==> config.mk <==
export PLATFORM = sky130hd
export DESIGN_NAME = stg_selftest_gen
export DESIGN_NICKNAME = d
export VERILOG_FILES = /design/src/rtl/stg_pkg.sv /design/src/rtl/stg_line_timer.sv /design/src/rtl/stg_frame_timer.sv /design/src/rtl/stg_pattern.sv /design/src/rtl/stg_selftest_gen.sv
export SDC_FILE = /design/constraint.sdc
export NUM_CORES = 1
export LEC_CHECK = 0
export ABC_AREA = 1
export ABC_CLOCK_PERIOD_IN_PS = 5900
export BUFFER_PORTS_ARGS = -buffer_cell sky130_fd_sc_hd__buf_2
export CAP_MARGIN = 30
export CORE_UTILIZATION = 40
export CTS_CLUSTER_DIAMETER = 200
export CTS_CLUSTER_SIZE = 25
export DETAILED_ROUTE_END_ITERATION = 8
export SLEW_MARGIN = 20
export SYNTH_ARGS = -nofsm -noshare
export SYNTH_HDL_FRONTEND = slang
export SYNTH_SLANG_ARGS = --single-unit
==> constraint.sdc <==
create_clock -name clk -period 5.9 [get_ports clk]
set_clock_uncertainty 0.2 [all_clocks]
set_input_delay 0 -clock clk [delete_from_list [all_inputs] [get_ports clk]]
set_output_delay 0 -clock clk [all_outputs]
set_load 0.02 [all_outputs]
==> src/rtl/stg_pkg.sv <==
package stg_pkg;

  typedef enum logic [1:0] {
    PAT_GRID_POS = 2'd0,
    PAT_GRID_NEG = 2'd1,
    PAT_WHITE    = 2'd2,
    PAT_BLACK    = 2'd3
  } pat_e;

  typedef struct packed {
    logic [1:0] rate;
    logic       frame;
    pat_e       pat;
  } cfg_t;

  // Line period multiple of the base unit for each rate code.
  function automatic int unsigned rate_mult(input int unsigned code);
    case (code)
      0:       return 2;
      1:       return 3;
      2:       return 4;
      default: return 6;
    endcase
  endfunction

  function automatic int unsigned div_round(input int unsigned num, input int unsigned den);
    return (num + den / 2) / den;
  endfunction

  function automatic int unsigned max_u(input int unsigned a, input int unsigned b);
    return (a > b) ? a : b;
  endfunction

endpackage

==> src/rtl/stg_line_timer.sv <==
module stg_line_timer #(
  parameter int unsigned X_W = 9
) (
  input  logic           clk,
  input  logic           rst_n,
  input  logic           go,
  input  logic [X_W-1:0] line_len,
  input  logic [X_W-1:0] hsw,
  output logic [X_W-1:0] x,
  output logic           line_end,
  output logic           in_hsync
);

  logic [X_W-1:0] x_d;
  logic           at_last;

  always_comb begin
    at_last = (x == line_len - X_W'(1));
    if (!go)          x_d = '0;
    else if (at_last) x_d = '0;
    else              x_d = x + X_W'(1);
  end

  always_ff @(posedge clk or negedge rst_n) begin
    if (!rst_n) x <= '0;
    else        x <= x_d;
  end

  assign line_end = go & at_last;
  assign in_hsync = (x < hsw);

endmodule

==> src/rtl/stg_frame_timer.sv <==
module stg_frame_timer #(
  parameter int unsigned Y_W          = 11,
  parameter int unsigned V_SYNC_LINES = 3
) (
  input  logic           clk,
  input  logic           rst_n,
  input  logic           go,
  input  logic           line_end,
  input  logic [Y_W-1:0] frame_len,
  output logic [Y_W-1:0] y,
  output logic           frame_end,
  output logic           in_vsync
);

  logic [Y_W-1:0] y_d;
  logic           on_last;

  always_comb begin
    on_last = (y == frame_len - Y_W'(1));
    y_d     = y;
    if (!go)           y_d = '0;
    else if (line_end) y_d = on_last ? '0 : y + Y_W'(1);
  end

  always_ff @(posedge clk or negedge rst_n) begin
    if (!rst_n) y <= '0;
    else        y <= y_d;
  end

  assign frame_end = line_end & on_last;
  assign in_vsync  = (y < Y_W'(V_SYNC_LINES));

endmodule

==> src/rtl/stg_pattern.sv <==
module stg_pattern
  import stg_pkg::*;
#(
  parameter int unsigned X_W          = 9,
  parameter int unsigned Y_W          = 11,
  parameter int unsigned V_SYNC_LINES = 3,
  parameter int unsigned HATCH_LOG2   = 4
) (
  input  logic           active,
  input  logic [X_W-1:0] x,
  input  logic [Y_W-1:0] y,
  input  logic [X_W-1:0] hsw,
  input  logic [X_W-1:0] line_len,
  input  logic [Y_W-1:0] frame_len,
  input  pat_e           pat,
  output logic           pix
);

  localparam logic [X_W-1:0] XMASK = X_W'((1 << HATCH_LOG2) - 1);
  localparam logic [Y_W-1:0] YMASK = Y_W'((1 << HATCH_LOG2) - 1);

  logic [X_W-1:0] ax;
  logic [Y_W-1:0] ay;
  logic           grid;

  always_comb begin
    ax   = x - hsw;
    ay   = y - Y_W'(V_SYNC_LINES);
    grid = ((ax & XMASK) == '0) || ((ay & YMASK) == '0) ||
           (x == line_len - X_W'(1)) || (y == frame_len - Y_W'(1));
    case (pat)
      PAT_GRID_POS: pix = active & grid;
      PAT_GRID_NEG: pix = active & ~grid;
      PAT_WHITE:    pix = active;
      default:      pix = 1'b0;
    endcase
  end

endmodule

==> src/rtl/stg_selftest_gen.sv <==
module stg_selftest_gen
  import stg_pkg::*;
#(
  parameter int unsigned CLK_HZ       = 12_000_000,
  parameter int unsigned LINE_UNIT    = 63,
  parameter int unsigned FRAME_HZ_A   = 72,
  parameter int unsigned FRAME_HZ_B   = 60,
  parameter int unsigned H_SYNC_PCT   = 8,
  parameter int unsigned V_SYNC_LINES = 3,
  parameter int unsigned HATCH_LOG2   = 4
) (
  input  logic       clk,
  input  logic       rst_n,
  input  logic       en,
  input  logic [1:0] rate_sel,
  input  logic       frame_sel,
  input  logic [1:0] pat_sel,
  output logic       h_out,
  output logic       v_out,
  output logic       video_out
);

  localparam int unsigned LINE_MAX  = LINE_UNIT * 6;
  localparam int unsigned FRAME_MAX = max_u(div_round(CLK_HZ, LINE_UNIT * 2 * FRAME_HZ_A),
                                            div_round(CLK_HZ, LINE_UNIT * 2 * FRAME_HZ_B));
  localparam int unsigned X_W       = $clog2(LINE_MAX + 1);
  localparam int unsigned Y_W       = $clog2(FRAME_MAX + 1);

  // Reset: asserted at once, removed on a clock edge.
  logic [1:0] rst_pipe;
  logic       rst_n_s;

  always_ff @(posedge clk or negedge rst_n) begin
    if (!rst_n) rst_pipe <= 2'b00;
    else        rst_pipe <= {rst_pipe[0], 1'b1};
  end
  assign rst_n_s = rst_pipe[1];

  // Per-rate constants.
  logic [X_W-1:0] len_tab [4];
  logic [X_W-1:0] hsw_tab [4];
  logic [Y_W-1:0] frm_tab [8];

  for (genvar r = 0; r < 4; r++) begin : g_rate
    localparam int unsigned LEN = LINE_UNIT * rate_mult(r);
    localparam int unsigned HSW = max_u(1, LEN * H_SYNC_PCT / 100);
    assign len_tab[r] = X_W'(LEN);
    assign hsw_tab[r] = X_W'(HSW);
    for (genvar f = 0; f < 2; f++) begin : g_frm
      localparam int unsigned HZ = (f == 0) ? FRAME_HZ_A : FRAME_HZ_B;
      assign frm_tab[r*2+f] = Y_W'(div_round(CLK_HZ, LEN * HZ));
    end
  end

  // Run state and selection latch.
  logic           run_q;
  logic           go;
  logic           cfg_load;
  cfg_t           cfg_q;
  cfg_t           cfg_next;
  logic [X_W-1:0] line_len;
  logic [X_W-1:0] hsw;
  logic [Y_W-1:0] frame_len;
  logic [X_W-1:0] x_cnt;
  logic [Y_W-1:0] y_cnt;
  logic           line_end;
  logic           frame_end;
  logic           in_hsync;
  logic           in_vsync;
  logic           active;
  logic           pix;

  always_comb begin
    go             = run_q & en;
    cfg_load       = ~run_q | frame_end;
    cfg_next.rate  = rate_sel;
    cfg_next.frame = frame_sel;
    cfg_next.pat   = pat_e'(pat_sel);
    line_len       = len_tab[cfg_q.rate];
    hsw            = hsw_tab[cfg_q.rate];
    frame_len      = frm_tab[{cfg_q.rate, cfg_q.frame}];
  end

  always_ff @(posedge clk or negedge rst_n_s) begin
    if (!rst_n_s) begin
      run_q <= 1'b0;
      cfg_q <= '0;
    end else begin
      run_q <= en;
      if (cfg_load) cfg_q <= cfg_next;
    end
  end

  stg_line_timer #(.X_W(X_W)) u_line (
    .clk      (clk),
    .rst_n    (rst_n_s),
    .go       (go),
    .line_len (line_len),
    .hsw      (hsw),
    .x        (x_cnt),
    .line_end (line_end),
    .in_hsync (in_hsync)
  );

  stg_frame_timer #(.Y_W(Y_W), .V_SYNC_LINES(V_SYNC_LINES)) u_frame (
    .clk       (clk),
    .rst_n     (rst_n_s),
    .go        (go),
    .line_end  (line_end),
    .frame_len (frame_len),
    .y         (y_cnt),
    .frame_end (frame_end),
    .in_vsync  (in_vsync)
  );

  assign active = run_q & ~in_hsync & ~in_vsync;

  stg_pattern #(
    .X_W(X_W), .Y_W(Y_W), .V_SYNC_LINES(V_SYNC_LINES), .HATCH_LOG2(HATCH_LOG2)
  ) u_pat (
    .active    (active),
    .x         (x_cnt),
    .y         (y_cnt),
    .hsw       (hsw),
    .line_len  (line_len),
    .frame_len (frame_len),
    .pat       (cfg_q.pat),
    .pix       (pix)
  );

  assign h_out     = run_q & in_hsync;
  assign v_out     = run_q & in_vsync;
  assign video_out = pix;

endmodule

==> impl_metrics.py <==
metrics = {
    "critical_path": {
        "r2r_cells": 10,
        "cpMostUsedCell": "nand2_1",
        "start_kind": "flop",
        "critPathLaunch": "cfg_q[4]",
        "critPathCapture": "video_out",
        "crit_cells": 14,
        "worstPathCellList": "inv_2 -> ha_1 -> ha_1 -> nand2_1 -> nand2_1 -> nand2_1 -> inv_1 -> o21ai_0 -> nand2_1 -> nand2_1 -> nor2_1 -> nand2_1 -> nor2_1 -> buf_2",
        "crit_path_max_fanout": 17,
        "r2r_slack_ns": 2.98,
        "endpoint_kind": "output port",
        "worstPathRequired_ns": 5.70,
        "critical_path_class": "flop to output port",
        "r2r-end": "cfg_q[4]",
        "critPathArrivalTime_ns": 2.92,
        "crit_buf_inv": 3,
        "slowest_delay_ns": 0.77,
        "cp_slowest_cell": "dfrtp_1",
        "regToRegStartpoint": "cfg_q[4]",
        "crit_family": "flip-flops",
    },
    "die": {
        "coreArea_um2": 5640,
        "dieArea_um2": 6290,
        "die_height_um": 79.3,
        "start_util_pct": 42.4,
        "chipWidth_um": 79.3,
        "rows": 27,
        "top_level_ports": 11,
    },
    "sta": {
        "drv_slew": 0,
        "setup-tns-final_ns": 0,
        "rsz0062_at_grt": "false",
        "worst_pin_slew_ns": 0.649,
        "finalSetupViolCount": 0,
        "clock.fmax_mhz": 321,
        "hold_viol_final": 0,
        "slew_headroom_pct": 56.7,
        "period_share_pct": 52.8,
        "finalCriticalPeriod_ns": 3.12,
        "worst_slack_ns": 2.78,
    },
    "synthesis": {
        "syn_nets": 360,
        "synth_edf_count": 0,
        "yosys_warnings": 0,
        "synth_common_cells": "nand2_1, inv_1, nor2_1, dfrtp_1, nand3_1",
        "ys_ff_latch": 28,
        "postSynthCellCount": 334,
        "synth_ff_type": "dfrtp_1",
        "yosysMostFrequentCell": "nand2_1",
        "seq_area_frac_synth_pct": 29.3,
        "synth_top_area_share_pct": 29.3,
        "synthesis.area_um2": 2390,
        "syn_area_per_cell_um2": 7.16,
        "synth-async-reset-ratio_pct": 100,
        "synth_top_cell_by_area": "dfrtp_1",
        "synth_cell_type_count": 32,
        "synth.area.top_cells": "dfrtp_1, nand2_1, ha_1",
    },
    "cts": {
        "htree_levels": 1,
        "cts_root_buf": "clkbuf_8",
        "clock_sinks": 28,
        "cts.clk_slew.worst_paths_ns": 0.09,
        "cts_buffer_depth": 2,
        "cts_tree": "built",
        "cts_buffers": 3,
        "clkLatencyLatePin_ns": 0.27,
    },
    "status": {
        "status": "finished clean",
    },
    "placed_design": {
        "dp.cells": 411,
        "io_buffers": 10,
        "dp_slack_ns": 3.02,
        "dpl.hpwl_um": 4360,
        "finalWeightedCongestion": 0.948,
    },
    "route": {
        "ant_nets": 0,
        "dr_total_vias": 2142,
        "via_per_inst": 5.06,
        "drc": 0,
        "detailedRoute.firstPassIterationCount": 4,
        "wl_per_cell_um": 13.1,
        "wirelength_um": 5560,
        "first_iter_violations": 130,
    },
    "global_routing": {
        "grt_antenna_before_repair": 0,
        "grt_pass1_vias": 2005,
        "overflow": 0,
        "grt_pass1_wl_um": 9510,
        "grt_max_degree": 18,
        "grt_use_total_pct": 19.6,
    },
    "layout": {
        "nFillCells": 547,
        "diodes": 0,
        "synthToLayoutAreaGrowth_pct": 9.83,
        "finish.utilization_pct": 46.6,
        "nets": 379,
        "drive_above_1_share_pct": 15.1,
        "final_cells": 423,
    },
    "power_and_ir_drop": {
        "power_density_nw_per_um2": 159,
        "p_total_mw": 0.417,
        "vdd_drop_max_mv": 0.138,
        "p_leak_nw": 1.28,
    },
    "hold_path": {
        "worst_hold_path_type": "flop to async pin",
    },
    "job": {
        "max-cap-violations": 0,
    },
}
[cell families after synthesis]
group	after synthesis	synth area share [%]
flops	28	29.3
fa+ha+maj	18	9.41
simple gates	196	39.6
other cells	1	0.157
buf+inv	53	9.52
xor+xnor	10	3.66
compound gates	28	8.37
[cells in the final DEF (no fill, tap or decap), types with 2 or more instances in the layout]
| cell type | n |
|---|---|
| xnor2_1 | 5 |
| nor2_1 | 29 |
| nand2_2 | 7 |
| inv_2 | 4 |
| a21oi_1 | 6 |
| nand3_1 | 27 |
| nand3b_1 | 4 |
| ha_1 | 18 |
| inv_1 | 43 |
| nand2_4 | 4 |
| nand3_4 | 2 |
| nor4_1 | 4 |
| nor3_2 | 3 |
| dlygate4sd3_1 | 9 |
| a31oi_1 | 2 |
| o21ai_2 | 3 |
| nor3_1 | 4 |
| o22ai_2 | 5 |
| xor2_1 | 5 |
| nand2_1 | 97 |
| dfrtp_1 | 28 |
| nor2_2 | 6 |
| clkbuf_8 | 3 |
| nand4_1 | 5 |
| nand3_2 | 3 |
| o21ai_0 | 9 |
| buf_2 | 10 |
[flip-flops by register name (all words and copies together) (netlist names)]
| signal | flops |
|---|---|
| run_q | 1 |
| u_line.x | 9 |
| cfg_q | 5 |
| u_frame.y | 11 |
| rst_pipe | 2 |
[routing by layer]
layer / up-vias / GRT usage, % / wire length (um)
li1: 1105 / - / -
met1: 981 / 29.0 / 2810
met2: 48 / 30.3 / 2430
met3: 8 / 1.15 / 218
met4: 0 / 6.00 / 93
met5: - / 0 / 0
[what timing repair did]
action,CTS,global route
endpoints found under the hold margin,17,0
hold buffers,9,0
gates resized for setup,0,0
buffers inserted,0,0
[where the power goes]
part           leakage (nW)  switching, mW  total (mW)  internal (mW)
combinational         0.886         0.0696       0.111         0.0411
sequential            0.374        0.00941       0.206          0.196
clock                0.0216         0.0552       0.101         0.0458
total                  1.28          0.134       0.417          0.283
[through the flow]
step / area (um2) / hold slack, ns
after detailed placement: 2500 / -0.413
after floorplan: 2390 / -0.496
after global placement: 2480 / -0.416
final: 2630 / 0.0298
after global routing: 2630 / 0.0613
after CTS: 2630 / 0.0432
[final cells by class]
class,instances,area (um2),area share (%)
Clock buffer,3,41.3,1.57
Inverter,47,176,6.71
Multi-Input combinational cell,253,1460,55.7
Sequential cell,28,701,26.7
Tap cell,72,90.1,3.43
Timing Repair Buffer,20,155,5.90
[how the worst min path moves through the flow]
stage	startpoint	to	slack, ns	cells past startpoint
after global routing	rst_pipe[1]	run_q	0.06	1
after global placement	rst_n	rst_pipe[1]	-0.42	1
after detailed placement	rst_n	rst_pipe[1]	-0.41	1
after floorplan	rst_n	rst_pipe[0]	-0.50	0
after CTS	rst_pipe[1]	cfg_q[0]	0.04	1
final	rst_pipe[1]	cfg_q[0]	0.03	1
No activity file was read; power rests on OpenSTA's default activity.
